[config.mk]
export PLATFORM = sky130hd
export DESIGN_NAME = pdm_seq_detect
export DESIGN_NICKNAME = d
export VERILOG_FILES = /design/src/rtl/pdm_pkg.sv /design/src/rtl/pdm_key_decode.sv /design/src/rtl/pdm_retain.sv /design/src/rtl/pdm_power.sv /design/src/rtl/pdm_seq_detect.sv
export SDC_FILE = /design/constraint.sdc
export NUM_CORES = 1
export LEC_CHECK = 0
export ABC_AREA = 0
export BUFFER_PORTS_ARGS = -buffer_cell sky130_fd_sc_hd__buf_2
export CAP_MARGIN = 15
export CORE_MARGIN = 2
export CORE_UTILIZATION = 41
export CTS_BUF_LIST = sky130_fd_sc_hd__clkbuf_4 sky130_fd_sc_hd__clkbuf_8
export CTS_CLUSTER_DIAMETER = 50
export DETAILED_ROUTE_END_ITERATION = 16
export PLACE_DENSITY = 0.93
export SLEW_MARGIN = 20
export SYNTH_ARGS = -nofsm -noshare
export SYNTH_HDL_FRONTEND = slang
export SYNTH_SLANG_ARGS = --single-unit
[constraint.sdc]
create_clock -name clk -period 3.3 [get_ports clk]
set_input_delay 0.66 -clock clk [delete_from_list [all_inputs] [get_ports clk]]
set_output_delay 0.66 -clock clk [all_outputs]
set_load 0.005 [all_outputs]
[src/rtl/pdm_pkg.sv]
package pdm_pkg;
    typedef enum logic [1:0] {
        RET_NONE    = 2'b00,
        RET_EIGHTH  = 2'b01,
        RET_QUARTER = 2'b10
    } ret_mode_e;

    typedef enum logic [2:0] {
        ST_IDLE   = 3'd0,
        ST_RD1    = 3'd1,
        ST_WR1    = 3'd2,
        ST_WR2    = 3'd3,
        ST_WR3    = 3'd4,
        ST_WR4    = 3'd5,
        ST_COMMIT = 3'd6
    } seq_state_e;
endpackage

[src/rtl/pdm_key_decode.sv]
module pdm_key_decode
    import pdm_pkg::*;
#(
    parameter int AW = 21
) (
    input  logic [AW-1:0] addr,
    output logic          key_ok,
    output ret_mode_e     key_mode
);
    localparam int LOWW = AW - 2;

    logic low_ones;
    assign low_ones = &addr[LOWW-1:0];

    always_comb begin
        key_ok   = 1'b0;
        key_mode = RET_NONE;
        unique case (addr[AW-1:AW-2])
            2'b11: begin key_ok = low_ones; key_mode = RET_NONE;    end
            2'b10: begin key_ok = low_ones; key_mode = RET_EIGHTH;  end
            2'b01: begin key_ok = low_ones; key_mode = RET_QUARTER; end
            default: begin key_ok = 1'b0; key_mode = RET_NONE; end
        endcase
    end
endmodule

[src/rtl/pdm_retain.sv]
module pdm_retain
    import pdm_pkg::*;
#(
    parameter int AW = 21
) (
    input  ret_mode_e     mode,
    input  logic [AW-1:0] addr,
    output logic          retain
);
    localparam int NPART = 2;
    logic [NPART-1:0] in_range;

    // Partial mode k keeps the lowest 2^(AW-3+k) words.
    for (genvar k = 0; k < NPART; k++) begin : g_part
        localparam int TOPB = 3 - k;
        assign in_range[k] = (addr[AW-1:AW-TOPB] == '0);
    end

    always_comb begin
        unique case (mode)
            RET_EIGHTH:  retain = in_range[0];
            RET_QUARTER: retain = in_range[1];
            default:     retain = 1'b0;
        endcase
    end
endmodule

[src/rtl/pdm_power.sv]
module pdm_power (
    input  logic clk,
    input  logic rst_n,
    input  logic ce2,
    input  logic bus_idle,
    output logic lowpwr
);
    always_ff @(posedge clk or negedge rst_n) begin
        if (!rst_n) begin
            lowpwr <= 1'b0;
        end else if (lowpwr) begin
            lowpwr <= !ce2;
        end else begin
            lowpwr <= !ce2 && bus_idle;
        end
    end
endmodule

[src/rtl/pdm_seq_detect.sv]
module pdm_seq_detect
    import pdm_pkg::*;
#(
    parameter int AW = 21
) (
    input  logic          clk,
    input  logic          rst_n,
    input  logic          cyc_valid,
    input  logic          cyc_write,
    input  logic [AW-1:0] cyc_addr,
    input  logic          bus_idle,
    input  logic          ce2,
    input  logic [AW-1:0] chk_addr,
    output logic [1:0]    mode_o,
    output logic          lowpwr_o,
    output logic          retain_o,
    output logic          key_err_o
);
    localparam logic [AW-1:0] TOP_ADDR = '1;

    seq_state_e st, st_nxt;
    ret_mode_e  mode_q, pend_mode, dec_mode;
    logic       pend_ok, dec_ok;
    logic       ev, is_top, key_take;

    assign ev       = cyc_valid && ce2;
    assign is_top   = (cyc_addr == TOP_ADDR);
    assign key_take = ev && !cyc_write && (st == ST_WR4);

    pdm_key_decode #(.AW(AW)) u_key (
        .addr(cyc_addr), .key_ok(dec_ok), .key_mode(dec_mode)
    );

    always_comb begin
        st_nxt = st;
        if (!ce2) begin
            st_nxt = ST_IDLE;
        end else if (st == ST_COMMIT) begin
            if (bus_idle) st_nxt = ST_IDLE;
        end else if (ev && !cyc_write) begin
            if (st == ST_WR4) st_nxt = ST_COMMIT;
            else              st_nxt = is_top ? ST_RD1 : ST_IDLE;
        end else if (ev) begin
            unique case (st)
                ST_RD1:  st_nxt = is_top ? ST_WR1 : ST_IDLE;
                ST_WR1:  st_nxt = is_top ? ST_WR2 : ST_IDLE;
                ST_WR2:  st_nxt = is_top ? ST_WR3 : ST_IDLE;
                ST_WR3:  st_nxt = is_top ? ST_WR4 : ST_IDLE;
                default: st_nxt = ST_IDLE;
            endcase
        end
    end

    // State register with captured key.
    always_ff @(posedge clk or negedge rst_n) begin
        if (!rst_n) begin
            st        <= ST_IDLE;
            pend_ok   <= 1'b0;
            pend_mode <= RET_NONE;
        end else begin
            st <= st_nxt;
            if (key_take) begin
                pend_ok   <= dec_ok;
                pend_mode <= dec_mode;
            end
        end
    end

    // Outputs: commit on the standby cycle after the key read.
    always_ff @(posedge clk or negedge rst_n) begin
        if (!rst_n) begin
            mode_q    <= RET_NONE;
            key_err_o <= 1'b0;
        end else if (st == ST_COMMIT && bus_idle && ce2) begin
            if (pend_ok) mode_q <= pend_mode;
            key_err_o <= !pend_ok;
        end else begin
            key_err_o <= 1'b0;
        end
    end

    assign mode_o = mode_q;

    pdm_power u_pwr (
        .clk(clk), .rst_n(rst_n), .ce2(ce2), .bus_idle(bus_idle), .lowpwr(lowpwr_o)
    );

    pdm_retain #(.AW(AW)) u_ret (
        .mode(mode_q), .addr(chk_addr), .retain(retain_o)
    );
endmodule

==> results of run 1 <==
## synth_stat cells
library cell	instances	share of area, %
nand4_2	1	2.0
o2111ai_1	1	1.4
nand3b_2	1	1.8
nor2_2	1	1.0
o21ai_1	4	3.2
nand2_1	7	4.2
o211ai_1	2	2.4
nand4_1	7	7.1
buf_2	1	0.81
nor3b_2	1	2.0
a21o_1	1	1.2
ha_1	2	4.0
nand2_2	1	1.0
inv_1	3	1.8
nand2b_1	4	4.0
a21oi_1	2	1.6
or2b_1	1	1.2
nor3_1	2	1.6
nand3b_1	4	4.8
nand3_1	1	0.81
mux2_4	2	4.8
nor2_1	3	1.8
nor4_1	1	1.0
and4_1	1	1.4
dfrtp_1	10	40
o21ai_0	1	0.81
o22a_1	1	1.4
## sequential cells by signal (all words and copies together), names as in the netlist
name	flops
mode_o	2
u_pwr.lowpwr	1
st	3
pend_mode	2
key_err_o	1
pend_ok	1
## worst paths after layout
path	cells past startpoint	slack, ps	from	endpoint
min	1	240	rst_n	st[0]
max	4	1290	mode_o[0]	retain_o
min in group clk	1	490	pend_ok	key_err_o
min reg2reg	1	490	pend_ok	key_err_o
max in group asynchronous	1	2870	rst_n	mode_o[1]
max reg2reg	4	1950	st[0]	mode_o[0]
## kinds of logic after synthesis
group	synth area share, %
fa+ha+maj	4.04
mux	4.85
buf+inv	2.63
flops	40.4
simple gates	36.0
compound gates	12.1
## cell type report
type / instances / area (sq um) / area share, %
Clock buffer: 4 / 36.3 / 4.32
Inverter: 3 / 11.3 / 1.34
Multi-Input combinational cell: 52 / 353 / 42.0
Sequential cell: 10 / 250 / 29.8
Tap cell: 16 / 20.0 / 2.38
Timing Repair Buffer: 34 / 170 / 20.2
## routing by layer
layer  routed length, um  part of all wire [%]  up-vias
li1                    -                     -      323
met1                 560                    40      300
met2                 698                    49       39
met3                 102                   7.2        6
met4                  51                   3.6        0
met5                   0                     0        -
## report_power, final
| part | switching, mW | leakage, nW | internal [mW] |
|---|---|---|---|
| logic | 0.0126 | 0.244 | 0.0153 |
| clock network | 0.0422 | 0.0210 | 0.0670 |
| registers | 0.000413 | 0.138 | 0.123 |
## stage by stage
stage | cell area (sq um) | setup slack (ps) | utilization [%] | cells
detailed placement | 805 | 1490 | 55.3 | 115
finish | 841 | 1290 | 57.8 | 119
CTS | 841 | 1270 | 57.8 | 119
floorplan | 619 | 1670 | - | 66
global placement | 805 | 1510 | 55.3 | 115
global route | 841 | 1210 | 57.8 | 119
==> results_dict.tcl, run 1 <==
set metrics [dict create \
    status "complete, no violations" \
    slowest_delay_ps 390 \
    fillers 137 \
    die_h_um 42.9 \
    fmax_ghz 0.497 \
    worst_slew_pin_slew_ps 344 \
    grt_max_degree 11 \
    min_period_ps 2010 \
    hold_path.class "in2async" \
    drt_drc_violations_left 0 \
    ant_nets 0 \
    die_area_sq_um 1840 \
    num_vias 668 \
    max_slew_margin_pct 76.9 \
    powerDensity_nw_per_um2 310 \
    grt_pass1_vias 641 \
    crit_family "flip-flops" \
    overflow 0 \
    core_sq_um 1450 \
    syn_area_sq_um 619 \
    portBuffers 34 \
    ioPinCount 53 \
    netlist_instances 66 \
    clock-root-buffer "clkbuf_4" \
    htreeDepth 1 \
    grt_pass1_wl_um 2300 \
    leakagePower_nw 0.404 \
    worst-path-buf-inv 2 \
    path_max_fanout 4 \
    dr.pass1.iters 4 \
    cp_cell_sequence "inv_1 > ha_1 > nor4_1 > buf_2" \
    cp-end-kind "primary output" \
    fin_skew_ps 3.38 \
    use_met1_pct 18.1 \
    crit_arrival_ps 1350 \
    grtUsageMet3_pct 2.55 \
    grtUsageTotal_pct 17.0 \
    insertion_delay_ps 260 \
    hold_ws_ps 237 \
    die_w_um 42.9 \
    setup_violations 0 \
    cp.required_ps 2640 \
    diodes 0 \
    ctsResizeCount 0 \
    synth_nets 116 \
    slowest_stage "dfrtp_1" \
    hold_viol 0 \
    numCtsBuffers 3 \
    nNetsFinal 154 \
    cts.reportedPaths.clkPinSlew_ps 70 \
    grt.busiest_layer "met2" \
    routabilityCongestion 0.821 \
    final_cell_mix "buf_2, dfrtp_1, nand2_1, nand4_1" \
    ctsLongestPathBuffers 2 \
    synth.avg_cell_area_sq_um 9.38 \
    ys_types 27 \
    post-cts-setup-buffers 0 \
    initial_utilization_pct 42.6 \
    met2_usage_pct 29.1 \
    drv_cap 0 \
    synth_seq_cells 10 \
    ys_warn_count 0 \
    vias_per_cell 5.61 \
    irDropWorstVdd_v 0.000138 \
    synth_seq_area_share_pct 40.4 \
    power.total_mw 0.261 \
    final_common_cell "buf_2" \
    ctsHoldBuffers 0 \
    period_share_pct 61.0 \
    fin_setup_tns_ps 0 \
    drive_above_1_share_pct 43.7 \
    hpwl_um 1160 \
    cts_tree "done" \
    start_kind "flop" \
    rsz0062_at_grt "no" \
    cts_sinks 10 \
    area_growth_pct 35.8 \
    drtIter0Drc 14 \
    wl_per_cell_um 11.9 \
    antenna_found_initial 0 \
    wl_um 1410 \
    std_cell_rows 14 \
    critical_path_class "reg2out" \
    drv_slew 0 \
]
Note: power is estimated with default switching activity, not from simulation.
==> run 2, diff against run 1 <==
- CORE_UTILIZATION: 41 -> 38
- PLACE_DENSITY: 0.93 -> 0.88
- clock period: 3.3 -> 2 ns (I/O delays scaled with it)
==> results_dict.tcl, run 2 (synthesis gave the netlist of run 1 again) <==
set metrics [dict create \
    routabilityCongestion 0.756 \
    top_register "st" \
    cp.required_ps 1600 \
    die_h_um 44.4 \
    r2r_end "mode_o[0]" \
    hold_path.class "in2reg" \
    overflow 0 \
    powerDensity_nw_per_um2 452 \
    holdPathStages 3 \
    status "complete, no violations" \
    fmax_ghz 0.572 \
    critical_path_class "reg2out" \
    portBuffers 34 \
    hpwl_um 1080 \
    drive_above_1_share_pct 42.7 \
    min_period_ps 1750 \
    grt_pass1_vias 586 \
    hold_ws_ps 406 \
    numCtsBuffers 3 \
    path_max_fanout 4 \
    worst_slew_pin_slew_ps 333 \
    r2r_setup_slack_ps 670 \
    core_sq_um 1520 \
    grtUsageTotal_pct 14.5 \
    irDropWorstVdd_v 0.000189 \
    die_w_um 44.4 \
    fin_setup_tns_ps 0 \
    cts_sinks 10 \
    insertion_delay_ps 250 \
    ioPinCount 53 \
    wl_per_cell_um 11.1 \
    wl_um 1320 \
    placed_cell_area_sq_um 805 \
    final_common_cell "buf_2" \
    grt_max_degree 11 \
    ant_nets 0 \
    grt_pass1_wl_um 2150 \
    stdcell_count 119 \
    largest_register_ffs 3 \
    initial_utilization_pct 40.6 \
    antenna_found_initial 0 \
    cp-end-kind "primary output" \
    r2r-start "st[0]" \
    std_cell_rows 14 \
    leakagePower_nw 0.401 \
    dp.cells 115 \
    drv_cap 0 \
    final_cell_mix "buf_2, dfrtp_1, nand2_1, nand4_1" \
    cts_tree "done" \
    period_share_pct 87.5 \
    drt_drc_violations_left 0 \
    cts.reportedPaths.clkPinSlew_ps 60 \
    area_growth_pct 35.2 \
    max_slew_margin_pct 77.8 \
    vias_per_cell 5.45 \
    htreeDepth 1 \
    fin_skew_ps 3.78 \
    drtIter0Drc 5 \
    final_area_sq_um 837 \
    dr.pass1.iters 3 \
    nNetsFinal 155 \
    ctsLongestPathBuffers 2 \
    rsz0062_at_grt "no" \
    rr_worst_depth 4 \
    clock-root-buffer "clkbuf_4" \
    drv_slew 0 \
    setup_violations 0 \
    hold_path_end "u_pwr.lowpwr" \
    min_from "bus_idle" \
    hold_viol 0 \
    start_kind "flop" \
    crit_arrival_ps 1350 \
    num_vias 649 \
    die_area_sq_um 1970 \
    diodes 0 \
]
-- run 2: cell count changes in the layout (fill, tap and decap cells not counted) --
| cell | change |
|---|---|
| clkbuf_8 | -1 |
| dlygate4sd3_1 | +1 |
-- run 2: routing by layer --
layer,routed length [um],GRT usage (%),vias up
li1,-,-,321
met1,562,16.9,292
met2,640,26.5,34
met3,95,1.22,2
met4,17,7.27,0
met5,0,0,-
-- run 2: worst max-delay path by stage --
stage	from	endpoint	slack, ps	cells after the start
5_1_grt	mode_o[0]	retain_o	160	4
4_1_cts	mode_o[0]	retain_o	220	4
2_1_floorplan	mode_o[0]	retain_o	630	3
6_report	mode_o[0]	retain_o	250	4
3_5_place_dp	mode_o[0]	retain_o	510	4
3_3_place_gp	mode_o[0]	retain_o	560	4
-- run 2: metrics by stage --
stage | setup slack (ps) | utilization [%] | power, mW
after global placement | 560 | 52.8 | 0.253
after floorplan | 626 | - | 0.216
final | 251 | 54.9 | 0.378
after global routing | 160 | 54.9 | 0.399
after detailed placement | 513 | 52.8 | 0.254
after CTS | 224 | 54.9 | 0.385
-- run 2: worst max-delay path, stage by stage (launching register included) --
cell     delay [ps]
dfrtp_1         380
inv_1            60
ha_1            290
nor4_1          210
buf_2           150
-- run 2: area by class of cell --
| class | count | area, sq um |
|---|---|---|
| well taps | 16 | 20.0 |
| repair buffers | 35 | 180 |
| fillers | 145 | 687 |
| multi-input cells | 52 | 353 |
| flip-flops and latches | 10 | 250 |
| inverters | 3 | 11.3 |
| clock buffers | 3 | 22.5 |
-- run 2: repair_timing --
item / 4_1_cts / 5_1_grt
buffers inserted: 0 / 0
gates resized for setup: 0 / 0
hold endpoints to repair: 10 / 0
hold buffers: 1 / 0
-- run 2: report_power, final --
| part | leakage, nW | total (mW) | internal (mW) | switching, mW |
|---|---|---|---|---|
| clock | 0.0138 | 0.126 | 0.0689 | 0.0576 |
| sequential | 0.138 | 0.204 | 0.204 | 0.000754 |
| combinational | 0.249 | 0.0471 | 0.0265 | 0.0206 |
| total | 0.401 | 0.378 | 0.299 | 0.0790 |
